File: config.mk
export PLATFORM = sky130hd
export DESIGN_NAME = divsrch_engine
export DESIGN_NICKNAME = d
export VERILOG_FILES = /design/src/rtl/divsrch_pkg.sv /design/src/rtl/divsrch_divider.sv /design/src/rtl/divsrch_ctrl.sv /design/src/rtl/divsrch_datapath.sv /design/src/rtl/divsrch_engine.sv
export SDC_FILE = /design/constraint.sdc
export NUM_CORES = 1
export LEC_CHECK = 0
export ABC_AREA = 1
export CORE_UTILIZATION = 50
export DETAILED_ROUTE_END_ITERATION = 8
export PLACE_DENSITY = 0.72
export SLEW_MARGIN = 20
export SYNTH_ARGS = -nofsm -noshare
export SYNTH_HDL_FRONTEND = slang
export SYNTH_SLANG_ARGS = --single-unit
File: constraint.sdc
create_clock -name clk -period 10.2 [get_ports clk]
set_input_delay 3.06 -clock clk [delete_from_list [all_inputs] [get_ports clk]]
set_output_delay 3.06 -clock clk [all_outputs]
set_load 0.02 [all_outputs]
File: src/rtl/divsrch_pkg.sv
package divsrch_pkg;

  typedef enum logic [1:0] {
    OPND_IDEAL = 2'd0,
    OPND_STEP  = 2'd1,
    OPND_CHECK = 2'd2
  } opndSel_e;

  typedef enum logic [2:0] {
    ST_IDLE,
    ST_IDEAL_GO,
    ST_IDEAL_WAIT,
    ST_STEP_GO,
    ST_STEP_WAIT,
    ST_CHECK_GO,
    ST_CHECK_WAIT,
    ST_FINISH
  } ctrlState_e;

  typedef struct packed {
    logic     loadIn;
    logic     divGo;
    opndSel_e opnd;
    logic     takeIdeal;
    logic     evalCand;
    logic     incSample;
    logic     takeCheck;
    logic     forceErr;
    logic     finish;
  } strobes_t;

  typedef struct packed {
    logic divDone;
    logic tgtZero;
    logic earlyHit;
    logic lastSample;
  } status_t;

endpackage

File: src/rtl/divsrch_divider.sv
module divsrch_divider #(
  parameter int W = 32
) (
  input  logic         clk,
  input  logic         rstN,
  input  logic         go,
  input  logic [W-1:0] dividend,
  input  logic [W-1:0] divisor,
  output logic [W-1:0] quo,
  output logic [W-1:0] rem,
  output logic         done
);
  localparam int CW = $clog2(W + 1);

  logic [W-1:0]  partR;
  logic [W-1:0]  quoR;
  logic [W-1:0]  divR;
  logic [CW-1:0] cntR;
  logic          runR;
  logic          doneR;
  logic [W:0]    shifted;
  logic [W:0]    trial;

  assign shifted = {partR, quoR[W-1]};
  assign trial   = shifted - {1'b0, divR};

  always_ff @(posedge clk) begin
    if (!rstN) begin
      partR <= '0;
      quoR  <= '0;
      divR  <= '0;
      cntR  <= '0;
      runR  <= 1'b0;
      doneR <= 1'b0;
    end else begin
      doneR <= 1'b0;
      if (go) begin
        quoR  <= dividend;
        divR  <= divisor;
        partR <= '0;
        cntR  <= CW'(W);
        runR  <= 1'b1;
      end else if (runR) begin
        if (!trial[W]) begin
          partR <= trial[W-1:0];
          quoR  <= {quoR[W-2:0], 1'b1};
        end else begin
          partR <= shifted[W-1:0];
          quoR  <= {quoR[W-2:0], 1'b0};
        end
        cntR <= cntR - 1'b1;
        if (cntR == CW'(1)) begin
          runR  <= 1'b0;
          doneR <= 1'b1;
        end
      end
    end
  end

  assign quo  = quoR;
  assign rem  = partR;
  assign done = doneR;

  // a finished division leaves a remainder below its divisor
  assert_rem_below_div_R4: assert property (@(posedge clk) disable iff (!rstN)
    doneR |-> (partR < divR));

endmodule

File: src/rtl/divsrch_ctrl.sv
module divsrch_ctrl
  import divsrch_pkg::*;
(
  input  logic     clk,
  input  logic     rstN,
  input  logic     start,
  input  status_t  stat,
  output strobes_t strb,
  output logic     busy,
  output logic     done
);
  ctrlState_e stateR, stateNx;
  logic       doneR;

  always_comb begin
    strb    = '0;
    strb.opnd = OPND_IDEAL;
    stateNx = stateR;
    unique case (stateR)
      ST_IDLE: begin
        if (start) begin
          strb.loadIn = 1'b1;
          stateNx     = ST_IDEAL_GO;
        end
      end
      ST_IDEAL_GO: begin
        if (stat.tgtZero) begin
          strb.forceErr = 1'b1;
          stateNx       = ST_FINISH;
        end else begin
          strb.divGo = 1'b1;
          strb.opnd  = OPND_IDEAL;
          stateNx    = ST_IDEAL_WAIT;
        end
      end
      ST_IDEAL_WAIT: begin
        if (stat.divDone) begin
          strb.takeIdeal = 1'b1;
          stateNx        = ST_STEP_GO;
        end
      end
      ST_STEP_GO: begin
        strb.divGo = 1'b1;
        strb.opnd  = OPND_STEP;
        stateNx    = ST_STEP_WAIT;
      end
      ST_STEP_WAIT: begin
        if (stat.divDone) begin
          strb.evalCand = 1'b1;
          if (stat.earlyHit || stat.lastSample) begin
            stateNx = ST_CHECK_GO;
          end else begin
            strb.incSample = 1'b1;
            stateNx        = ST_STEP_GO;
          end
        end
      end
      ST_CHECK_GO: begin
        strb.divGo = 1'b1;
        strb.opnd  = OPND_CHECK;
        stateNx    = ST_CHECK_WAIT;
      end
      ST_CHECK_WAIT: begin
        if (stat.divDone) begin
          strb.takeCheck = 1'b1;
          stateNx        = ST_FINISH;
        end
      end
      ST_FINISH: begin
        strb.finish = 1'b1;
        stateNx     = ST_IDLE;
      end
      default: stateNx = ST_IDLE;
    endcase
  end

  always_ff @(posedge clk) begin
    if (!rstN) begin
      stateR <= ST_IDLE;
      doneR  <= 1'b0;
    end else begin
      stateR <= stateNx;
      doneR  <= strb.finish;
    end
  end

  assign busy = (stateR != ST_IDLE);
  assign done = doneR;

  // completion is a single-cycle pulse
  assert_done_single_R8: assert property (@(posedge clk) disable iff (!rstN)
    doneR |=> !doneR);

  // done is raised only when the engine returns to idle
  assert_done_ends_busy_R8: assert property (@(posedge clk) disable iff (!rstN)
    doneR |-> (stateR == ST_IDLE));

endmodule

File: src/rtl/divsrch_datapath.sv
module divsrch_datapath
  import divsrch_pkg::*;
#(
  parameter int RATE_W       = 32,
  parameter int SAMPLE_MAX   = 8,
  parameter int STEP_MAX_STD = 64,
  parameter int STEP_MAX_HS  = 8,
  parameter int RATE_CAP     = 3400000,
  parameter int FS_LIMIT     = 400000
) (
  input  logic                                  clk,
  input  logic                                  rstN,
  input  strobes_t                              strb,
  input  logic                                  busy,
  input  logic [RATE_W-1:0]                     srcIn,
  input  logic [RATE_W-1:0]                     tgtIn,
  output status_t                               stat,
  output logic [$clog2(SAMPLE_MAX)-1:0]         sampleOut,
  output logic [$clog2(STEP_MAX_STD)-1:0]       stepOut,
  output logic                                  errOut
);
  localparam int SAMPLE_W = $clog2(SAMPLE_MAX);
  localparam int STEP_W   = $clog2(STEP_MAX_STD);
  localparam int CNT_W    = $clog2(SAMPLE_MAX + 1);
  localparam int STEPC_W  = $clog2(STEP_MAX_STD + 1);
  localparam int PROD_W   = RATE_W + CNT_W + 1;
  localparam logic [RATE_W-1:0] CAP_V = RATE_W'(RATE_CAP);
  localparam logic [RATE_W-1:0] FS_V  = RATE_W'(FS_LIMIT);

  logic [RATE_W-1:0]  srcR, tgtR, idealR;
  logic [STEPC_W-1:0] limitR, bestStep;
  logic [CNT_W-1:0]   sampleCnt, bestSample;
  logic [PROD_W-1:0]  bestMul;
  logic               errR;

  logic [RATE_W-1:0]  tgtClamp;
  logic [STEPC_W-1:0] limitNew;
  logic [RATE_W-1:0]  dvdSel, dvsSel;
  logic [RATE_W-1:0]  quo, rem, ceilQ;
  logic               divDone;
  logic [PROD_W-1:0]  candMul, checkDiv;
  logic               accept;

  assign tgtClamp = (tgtIn > CAP_V) ? CAP_V : tgtIn;
  assign limitNew = (tgtClamp > FS_V) ? STEPC_W'(STEP_MAX_HS) : STEPC_W'(STEP_MAX_STD);

  assign checkDiv = PROD_W'(2) * PROD_W'(bestSample) * PROD_W'(bestStep);

  always_comb begin
    unique case (strb.opnd)
      OPND_STEP: begin
        dvdSel = idealR;
        dvsSel = RATE_W'(sampleCnt);
      end
      OPND_CHECK: begin
        dvdSel = srcR;
        dvsSel = checkDiv[RATE_W-1:0];
      end
      default: begin
        dvdSel = srcR >> 1;
        dvsSel = tgtR;
      end
    endcase
  end

  divsrch_divider #(.W(RATE_W)) div_i (
    .clk      (clk),
    .rstN     (rstN),
    .go       (strb.divGo),
    .dividend (dvdSel),
    .divisor  (dvsSel),
    .quo      (quo),
    .rem      (rem),
    .done     (divDone)
  );

  assign ceilQ   = quo + RATE_W'(rem != '0);
  assign candMul = PROD_W'(ceilQ) * PROD_W'(sampleCnt);
  assign accept  = (ceilQ <= RATE_W'(limitR)) && (candMul < bestMul);

  assign stat.divDone    = divDone;
  assign stat.tgtZero    = (tgtR == '0);
  assign stat.earlyHit   = accept && (candMul == PROD_W'(idealR));
  assign stat.lastSample = (sampleCnt == CNT_W'(SAMPLE_MAX));

  always_ff @(posedge clk) begin
    if (!rstN) begin
      srcR       <= '0;
      tgtR       <= '0;
      idealR     <= RATE_W'(1);
      limitR     <= STEPC_W'(STEP_MAX_STD);
      sampleCnt  <= CNT_W'(1);
      bestSample <= CNT_W'(SAMPLE_MAX);
      bestStep   <= STEPC_W'(STEP_MAX_STD);
      bestMul    <= '0;
      errR       <= 1'b0;
      sampleOut  <= '0;
      stepOut    <= '0;
      errOut     <= 1'b0;
    end else begin
      if (strb.loadIn) begin
        srcR       <= srcIn;
        tgtR       <= tgtClamp;
        limitR     <= limitNew;
        sampleCnt  <= CNT_W'(1);
        bestSample <= CNT_W'(SAMPLE_MAX);
        bestStep   <= limitNew;
        bestMul    <= PROD_W'(SAMPLE_MAX) * PROD_W'(limitNew);
        errR       <= 1'b0;
      end
      if (strb.takeIdeal) begin
        idealR <= (ceilQ == '0) ? RATE_W'(1) : ceilQ;
      end
      if (strb.evalCand && accept) begin
        bestSample <= sampleCnt;
        bestStep   <= ceilQ[STEPC_W-1:0];
        bestMul    <= candMul;
      end
      if (strb.incSample) begin
        sampleCnt <= sampleCnt + 1'b1;
      end
      if (strb.takeCheck) begin
        errR <= (quo > tgtR);
      end
      if (strb.forceErr) begin
        errR <= 1'b1;
      end
      if (strb.finish) begin
        sampleOut <= SAMPLE_W'(bestSample - 1'b1);
        stepOut   <= STEP_W'(bestStep - 1'b1);
        errOut    <= errR;
      end
    end
  end

  // registered inputs stay put for the whole search
  assert_inputs_held_R9: assert property (@(posedge clk) disable iff (!rstN)
    (busy && !strb.loadIn) |=> ($stable(srcR) && $stable(tgtR)));

  // the best step never leaves 1..limit
  assert_step_in_limit_R3: assert property (@(posedge clk) disable iff (!rstN)
    busy |-> ((bestStep <= limitR) && (bestStep != '0)));

  // the best sample count stays within 1..SAMPLE_MAX
  assert_sample_range_R5: assert property (@(posedge clk) disable iff (!rstN)
    (bestSample != '0) && (bestSample <= CNT_W'(SAMPLE_MAX)));

  // the ideal divisor is never zero once taken
  assert_ideal_nonzero_R4: assert property (@(posedge clk) disable iff (!rstN)
    strb.takeIdeal |=> (idealR != '0));

endmodule

File: src/rtl/divsrch_engine.sv
module divsrch_engine
  import divsrch_pkg::*;
#(
  parameter int RATE_W       = 32,
  parameter int SAMPLE_MAX   = 8,
  parameter int STEP_MAX_STD = 64,
  parameter int STEP_MAX_HS  = 8,
  parameter int RATE_CAP     = 3400000,
  parameter int FS_LIMIT     = 400000
) (
  input  logic                                clk,
  input  logic                                rstN,
  input  logic                                start,
  input  logic [RATE_W-1:0]                   srcHz,
  input  logic [RATE_W-1:0]                   targetHz,
  output logic                                busy,
  output logic                                done,
  output logic [$clog2(SAMPLE_MAX)-1:0]       sampleSel,
  output logic [$clog2(STEP_MAX_STD)-1:0]     stepSel,
  output logic                                rateErr
);
  strobes_t strb;
  status_t  stat;

  divsrch_ctrl ctrl_i (
    .clk   (clk),
    .rstN  (rstN),
    .start (start),
    .stat  (stat),
    .strb  (strb),
    .busy  (busy),
    .done  (done)
  );

  divsrch_datapath #(
    .RATE_W       (RATE_W),
    .SAMPLE_MAX   (SAMPLE_MAX),
    .STEP_MAX_STD (STEP_MAX_STD),
    .STEP_MAX_HS  (STEP_MAX_HS),
    .RATE_CAP     (RATE_CAP),
    .FS_LIMIT     (FS_LIMIT)
  ) dp_i (
    .clk       (clk),
    .rstN      (rstN),
    .strb      (strb),
    .busy      (busy),
    .srcIn     (srcHz),
    .tgtIn     (targetHz),
    .stat      (stat),
    .sampleOut (sampleSel),
    .stepOut   (stepSel),
    .errOut    (rateErr)
  );

  // results move only in the completion cycle
  assert_out_hold_R7: assert property (@(posedge clk) disable iff (!rstN)
    !$stable({sampleSel, stepSel, rateErr}) |-> done);

endmodule

==> impl_metrics.json, run 1 <==
{
  "yosysMostFrequentCell": "nand2_1",
  "area_growth_pct": 10.3,
  "cp.required_ns": 10.68,
  "finalSetupViolations": 0,
  "drc": 0,
  "gp_congestion": 1.02,
  "antenna_found_initial": 0,
  "grt_first_pass_wirelength_um": 113000,
  "cts-htree-levels": 2,
  "detail_route.first_pass.iterations": 7,
  "period_share": 0.832,
  "dp_hpwl_um": 55800,
  "synth-edff-count": 0,
  "gr-total-overflow": 0,
  "crit_top_cell": "nand2_1",
  "hold_path_class": "reg -> reg",
  "synth_cell_types": 50,
  "cpPeakStageDelay_ns": 0.63,
  "rows": 77,
  "vias_per_cell": 5.50,
  "die_w_um": 214,
  "synthCells": 3600,
  "syn_avg_cell_area_um2": 6.25,
  "endpoint": "ctrl_i.stateR[2]$_SDFFE_PN0P_",
  "peakVddDrop_v": 0.000254,
  "cts_buffer_depth": 3,
  "ctsHoldBuffers": 0,
  "routed_wl_um": 71800,
  "seqPwrFrac": 0.213,
  "skew_ns": 0.0168,
  "fin_nets": 3917,
  "post_cts_buffers": 0,
  "worst_slew_pin_slew_ns": 1.20,
  "endpoint_kind": "flop",
  "syn_nets": 3902,
  "synth.cell_area_um2": 22500,
  "switching_power_uw": 3220,
  "cts_tree": "done",
  "synthArstFlopShare": 0,
  "drv_slew": 0,
  "clk_pin_slew_ns": 0.06,
  "outcome": "complete, no violations",
  "grt_pass1_vias": 20896,
  "powerDensity_nw_per_um2": 257,
  "die_area_um2": 45900,
  "wire_per_inst_um": 17.0,
  "track_usage": 0.308,
  "yosysWarnings": 0,
  "period_needed_ns": 8.48,
  "io_pins": 79,
  "synth.area.top_cells": "dfxtp_1 24%, nand2_1 16%, inv_1 11%",
  "io_buffer_count": 78,
  "rsz0062_at_grt": "no",
  "cts.sinks": 268,
  "setup_tns_ns": 0,
  "fp.dieH_um": 214,
  "vias": 23298,
  "internal-power_uw": 3180,
  "ys.flop_type": "dfxtp_1",
  "cts_resized": 0,
  "synth-seq-cells": 268,
  "crit_type": "reg -> reg",
  "design_area_um2": 24800,
  "start_util": 0.508,
  "crit_cells": 39,
  "drive_above_1_share": 0.0308,
  "worst-endpoint-arrival_ns": 8.97,
  "netSwitchingFraction": 0.503,
  "cts_buffers": 35,
  "cp_top_family": "simple AND/OR/NAND/NOR gates",
  "netlist.area_leader.share": 0.238,
  "slew_headroom": 0.200,
  "cp_max_fo": 5,
  "drt_iter0_drc": 2403,
  "finalHoldViolCount": 0,
  "ff2ff_path_depth": 39,
  "cp_num_buf_inv": 2,
  "max_clock_freq_ghz": 0.118,
  "p_comb_frac": 0.588,
  "reg2reg_to": "ctrl_i.stateR[2]$_SDFFE_PN0P_",
  "postRouteAntennaNets": 0,
  "clk_latency_ns": 0.56,
  "rrSetupSlack_ns": 1.72,
  "ys_seq_area_frac": 0.238,
  "clkPwrFrac": 0.199,
  "slowest_stage": "or4_1",
  "cp-start-kind": "flop",
  "coreArea_um2": 44300,
  "crit_start": "dp_i.div_i.rem[20]$_SDFFE_PP0P_",
  "drv_cap": 0,
  "synthTopCellsByCount": "975 x nand2_1, 662 x inv_1, 342 x nor2_1",
  "r2r-start": "dp_i.div_i.rem[20]$_SDFFE_PP0P_",
  "leakagePower_uw": 0.0119,
  "root_buffer": "clkbuf_16",
  "synth_area_leader_cell": "dfxtp_1",
  "grt_max_degree": 62,
  "post_dp_cell_area_um2": 23700
}
layout make-up:
| cell class | instances | area [µm²] |
|---|---|---|
| antenna | 1 | 2.50 |
| clock buffer | 48 | 1010 |
| clock inverter | 14 | 149 |
| fill | 4497 | 19500 |
| inverter | 670 | 2520 |
| multi-input combinational | 2542 | 14100 |
| sequential | 268 | 5370 |
| tap | 592 | 741 |
| timing repair buffer | 98 | 926 |
flip-flops by register name, summed over array words and instances, names as in the netlist, 4 cells and up:
register and cells:
dp_i.idealR 32, dp_i.srcR 32, dp_i.bestSample 4, dp_i.bestMul 36, dp_i.sampleCnt 4, dp_i.div_i.rem 32
dp_i.bestStep 7, dp_i.div_i.cntR 6, dp_i.div_i.quo 32, dp_i.stepOut 6, dp_i.div_i.divR 32, dp_i.tgtR 32
logic make-up (layout without fill, tap and decap cells):
family                     count (synthesis)  in the layout  synth area share
DFF                                      268            268             0.238
AOI/OAI and AO/OA                        634            634             0.158
and+or+nand+nor                         1626           1626             0.294
buffers and inverters                    790            830             0.135
adders and majority gates                235            235             0.154
other                                      0              1                 0
xor gates and xnor gates                  47             47            0.0199
cell usage in the layout (no fill, tap or decap), types with 8 or more instances in the layout:
cell type        count
a21oi_1            314
a221oi_1            12
a31oi_1             12
buf_4               20
clkbuf_16           35
clkbuf_8             9
clkdlybuf4s50_1     77
dfxtp_1            267
fa_1                71
ha_1               164
inv_1              662
nand2_1            973
nand3_1            192
nand4_1             35
nor2_1             341
nor3_1              33
nor4_1              15
o211ai_1            35
o21a_1               8
o21ai_0            155
o21bai_1            17
o221ai_1            16
o22ai_1             47
or2_2                8
xnor2_1             14
xor2_1              28
power by group through the flow:
stage | logic [µW] | clock network (µW) | registers (µW)
after floorplan | 2670 | 0 | 1330
after global routing | 4130 | 1330 | 1380
after detailed placement | 3630 | 0 | 1380
final | 3760 | 1270 | 1360
after global placement | 3630 | 0 | 1380
after CTS | 3660 | 1290 | 1360
layer usage:
| layer | track usage | share of wire | up-vias |
|---|---|---|---|
| li1 | - | - | 11455 |
| met1 | 0.437 | 0.45 | 10749 |
| met2 | 0.477 | 0.43 | 962 |
| met3 | 0.0495 | 0.085 | 132 |
| met4 | 0.0952 | 0.033 | 0 |
| met5 | 0 | 0 | - |
worst register-to-register path: cells and delay by family (launching register included):
family / cells / cell delay (ns)
buf+inv: 2 / 0.09
fa+ha+maj: 6 / 2.24
xor+xnor: 1 / 0.40
simple gates: 26 / 4.56
compound gates: 4 / 0.75
flops: 1 / 0.34
worst min-delay path by stage:
stage	startpoint	to	slack [ns]	depth (start not counted)
CTS	dp_i.div_i.divR[14]$_SDFFE_PN0P_	dp_i.div_i.divR[14]$_SDFFE_PN0P_	0.46	2
finish	dp_i.bestMul[8]$_SDFFE_PN0P_	dp_i.bestMul[8]$_SDFFE_PN0P_	0.46	2
global placement	dp_i.div_i.divR[15]$_SDFFE_PN0P_	dp_i.div_i.divR[15]$_SDFFE_PN0P_	0.44	2
floorplan	dp_i.srcR[0]$_SDFFE_PN0P_	dp_i.srcR[0]$_SDFFE_PN0P_	0.43	2
detailed placement	dp_i.div_i.divR[14]$_SDFFE_PN0P_	dp_i.div_i.divR[14]$_SDFFE_PN0P_	0.45	2
global route	dp_i.div_i.divR[15]$_SDFFE_PN0P_	dp_i.div_i.divR[15]$_SDFFE_PN0P_	0.47	2
through the flow:
stage                     power [µW]   util  instances  hold slack, ns  setup slack [ns]
after CTS                       6310  0.560       4232           0.459              1.94
after detailed placement        5020  0.534       4170           0.450              2.06
after floorplan                 4010      -       3600           0.430              3.75
after global routing            6840  0.560       4232           0.468              1.35
final                           6390  0.560       4233           0.459              1.72
after global placement          5010  0.534       4170           0.445              2.10
Power figures use the tool's default switching activity.
==> run 2, diff against run 1 <==
==> constraint.sdc (replaced) <==
create_clock -name clk -period 8.6 [get_ports clk]
set_input_delay 2.58 -clock clk [delete_from_list [all_inputs] [get_ports clk]]
set_output_delay 2.58 -clock clk [all_outputs]
set_load 0.02 [all_outputs]
==> impl_metrics.json, run 2 (synthesis gave the netlist of run 1 again) <==
{
  "layout_commonest_cell": "nand2_1",
  "period_needed_ns": 8.07,
  "r2r-start": "dp_i.div_i.rem[16]$_SDFFE_PP0P_",
  "cts_buffer_depth": 3,
  "crit_top_cell": "nand2_1",
  "cts.sinks": 268,
  "gr-total-overflow": 0,
  "vias": 23207,
  "cts-htree-levels": 2,
  "root_buffer": "clkbuf_16",
  "drt_iter0_drc": 2623,
  "gp_congestion": 1.02,
  "placed_cells": 4168,
  "crit_start": "dp_i.div_i.rem[16]$_SDFFE_PP0P_",
  "track_usage": 0.306,
  "post_dp_cell_area_um2": 23700,
  "place_ws_ns": 0.407,
  "dp_hpwl_um": 55300,
  "final_cell_mix": "973 x nand2_1, 662 x inv_1, 341 x nor2_1",
  "clk_pin_slew_ns": 0.07,
  "crit_type": "reg -> reg",
  "hold_path_class": "reg -> reg",
  "start_util": 0.508,
  "cp-start-kind": "flop",
  "setup_tns_ns": 0,
  "vias_per_cell": 5.49,
  "cts_buffers": 34,
  "cp_num_buf_inv": 3,
  "fin_nets": 3914,
  "skew_ns": 0.0229,
  "cts_tree": "done",
  "detail_route.first_pass.iterations": 6,
  "cp.required_ns": 9.08,
  "drive_above_1_share": 0.0306,
  "worst_slew_pin_slew_ns": 1.14,
  "io_pins": 79,
  "drv_slew": 0,
  "rrSetupSlack_ns": 0.53,
  "die_area_um2": 45900,
  "finalSetupViolations": 0,
  "antenna_found_initial": 0,
  "powerDensity_nw_per_um2": 305,
  "cp_top_family": "simple AND/OR/NAND/NOR gates",
  "post_cts_buffers": 0,
  "routed_wl_um": 71400,
  "whs_ns": 0.458,
  "outcome": "complete, no violations",
  "regMostFlops": "dp_i.bestMul",
  "finalHoldViolCount": 0,
  "slew_headroom": 0.237,
  "grt_max_degree": 72,
  "coreArea_um2": 44300,
  "clk_latency_ns": 0.57,
  "rsz0062_at_grt": "no",
  "antenna_cells": 0,
  "period_share": 0.939,
  "cpPeakStageDelay_ns": 0.60,
  "max_clock_freq_ghz": 0.124,
  "io_buffer_count": 78,
  "layout_setup_ws_ns": 0.528,
  "cp_max_fo": 6,
  "rows": 77,
  "peakVddDrop_v": 0.000306,
  "design_area_um2": 24800,
  "wire_per_inst_um": 16.9,
  "area_growth_pct": 10.3,
  "largest_register_ff_count": 36,
  "drv_cap": 0,
  "final_cell_count_no_fill": 4224,
  "die_w_um": 214,
  "endpoint_kind": "flop",
  "grt_pass1_vias": 21140,
  "drc": 0,
  "leakagePower_uw": 0.0119,
  "postRouteAntennaNets": 0,
  "worst-endpoint-arrival_ns": 8.55,
  "fp.dieH_um": 214,
  "grt_first_pass_wirelength_um": 113000,
  "hp-start": "dp_i.bestMul[8]$_SDFFE_PN0P_",
  "slowest_stage": "or4_1"
}
[run 2: metrics by stage]
stage	total power [µW]	util
6_report	7580	0.561
3_3_place_gp	5910	0.534
5_1_grt	8100	0.561
4_1_cts	7460	0.560
2_1_floorplan	4750	-
3_5_place_dp	5930	0.534
[run 2: tightest hold or removal path, cell delays in order (launching register included)]
cell and delay [ns]:
dfxtp_1 0.31, nand2_1 0.06, a21oi_1 0.05
[run 2: final timing paths]
kind	to	cells past startpoint
hold reg to reg	dp_i.bestMul[8]$_SDFFE_PN0P_	2
hold / removal	dp_i.bestMul[8]$_SDFFE_PN0P_	2
setup / recovery	ctrl_i.stateR[2]$_SDFFE_PN0P_	38
setup reg to reg	ctrl_i.stateR[2]$_SDFFE_PN0P_	38
[run 2: power breakdown]
part	switching [µW]	internal, µW	total (µW)
combinational	3020	1430	4450
clock	604	904	1510
sequential	167	1450	1620
[run 2: what timing repair did]
action	4_1_cts	5_1_grt
resized for setup	0	6
hold buffers	0	0
setup endpoints to repair	0	52
[run 2: layout make-up]
class                      count  area (µm²)
timing repair buffer          96         911
sequential                   268        5370
multi-input combinational   2542       14100
clock inverter                10         150
tap                          592         741
inverter                     670        2520
clock buffer                  46         997
fill                        4532       19500
[run 2: per-layer routing]
layer	track usage	wire length [µm]
met2	0.475	31000
met5	0	0
met1	0.431	31700
met3	0.0427	6130
met4	0.114	2680
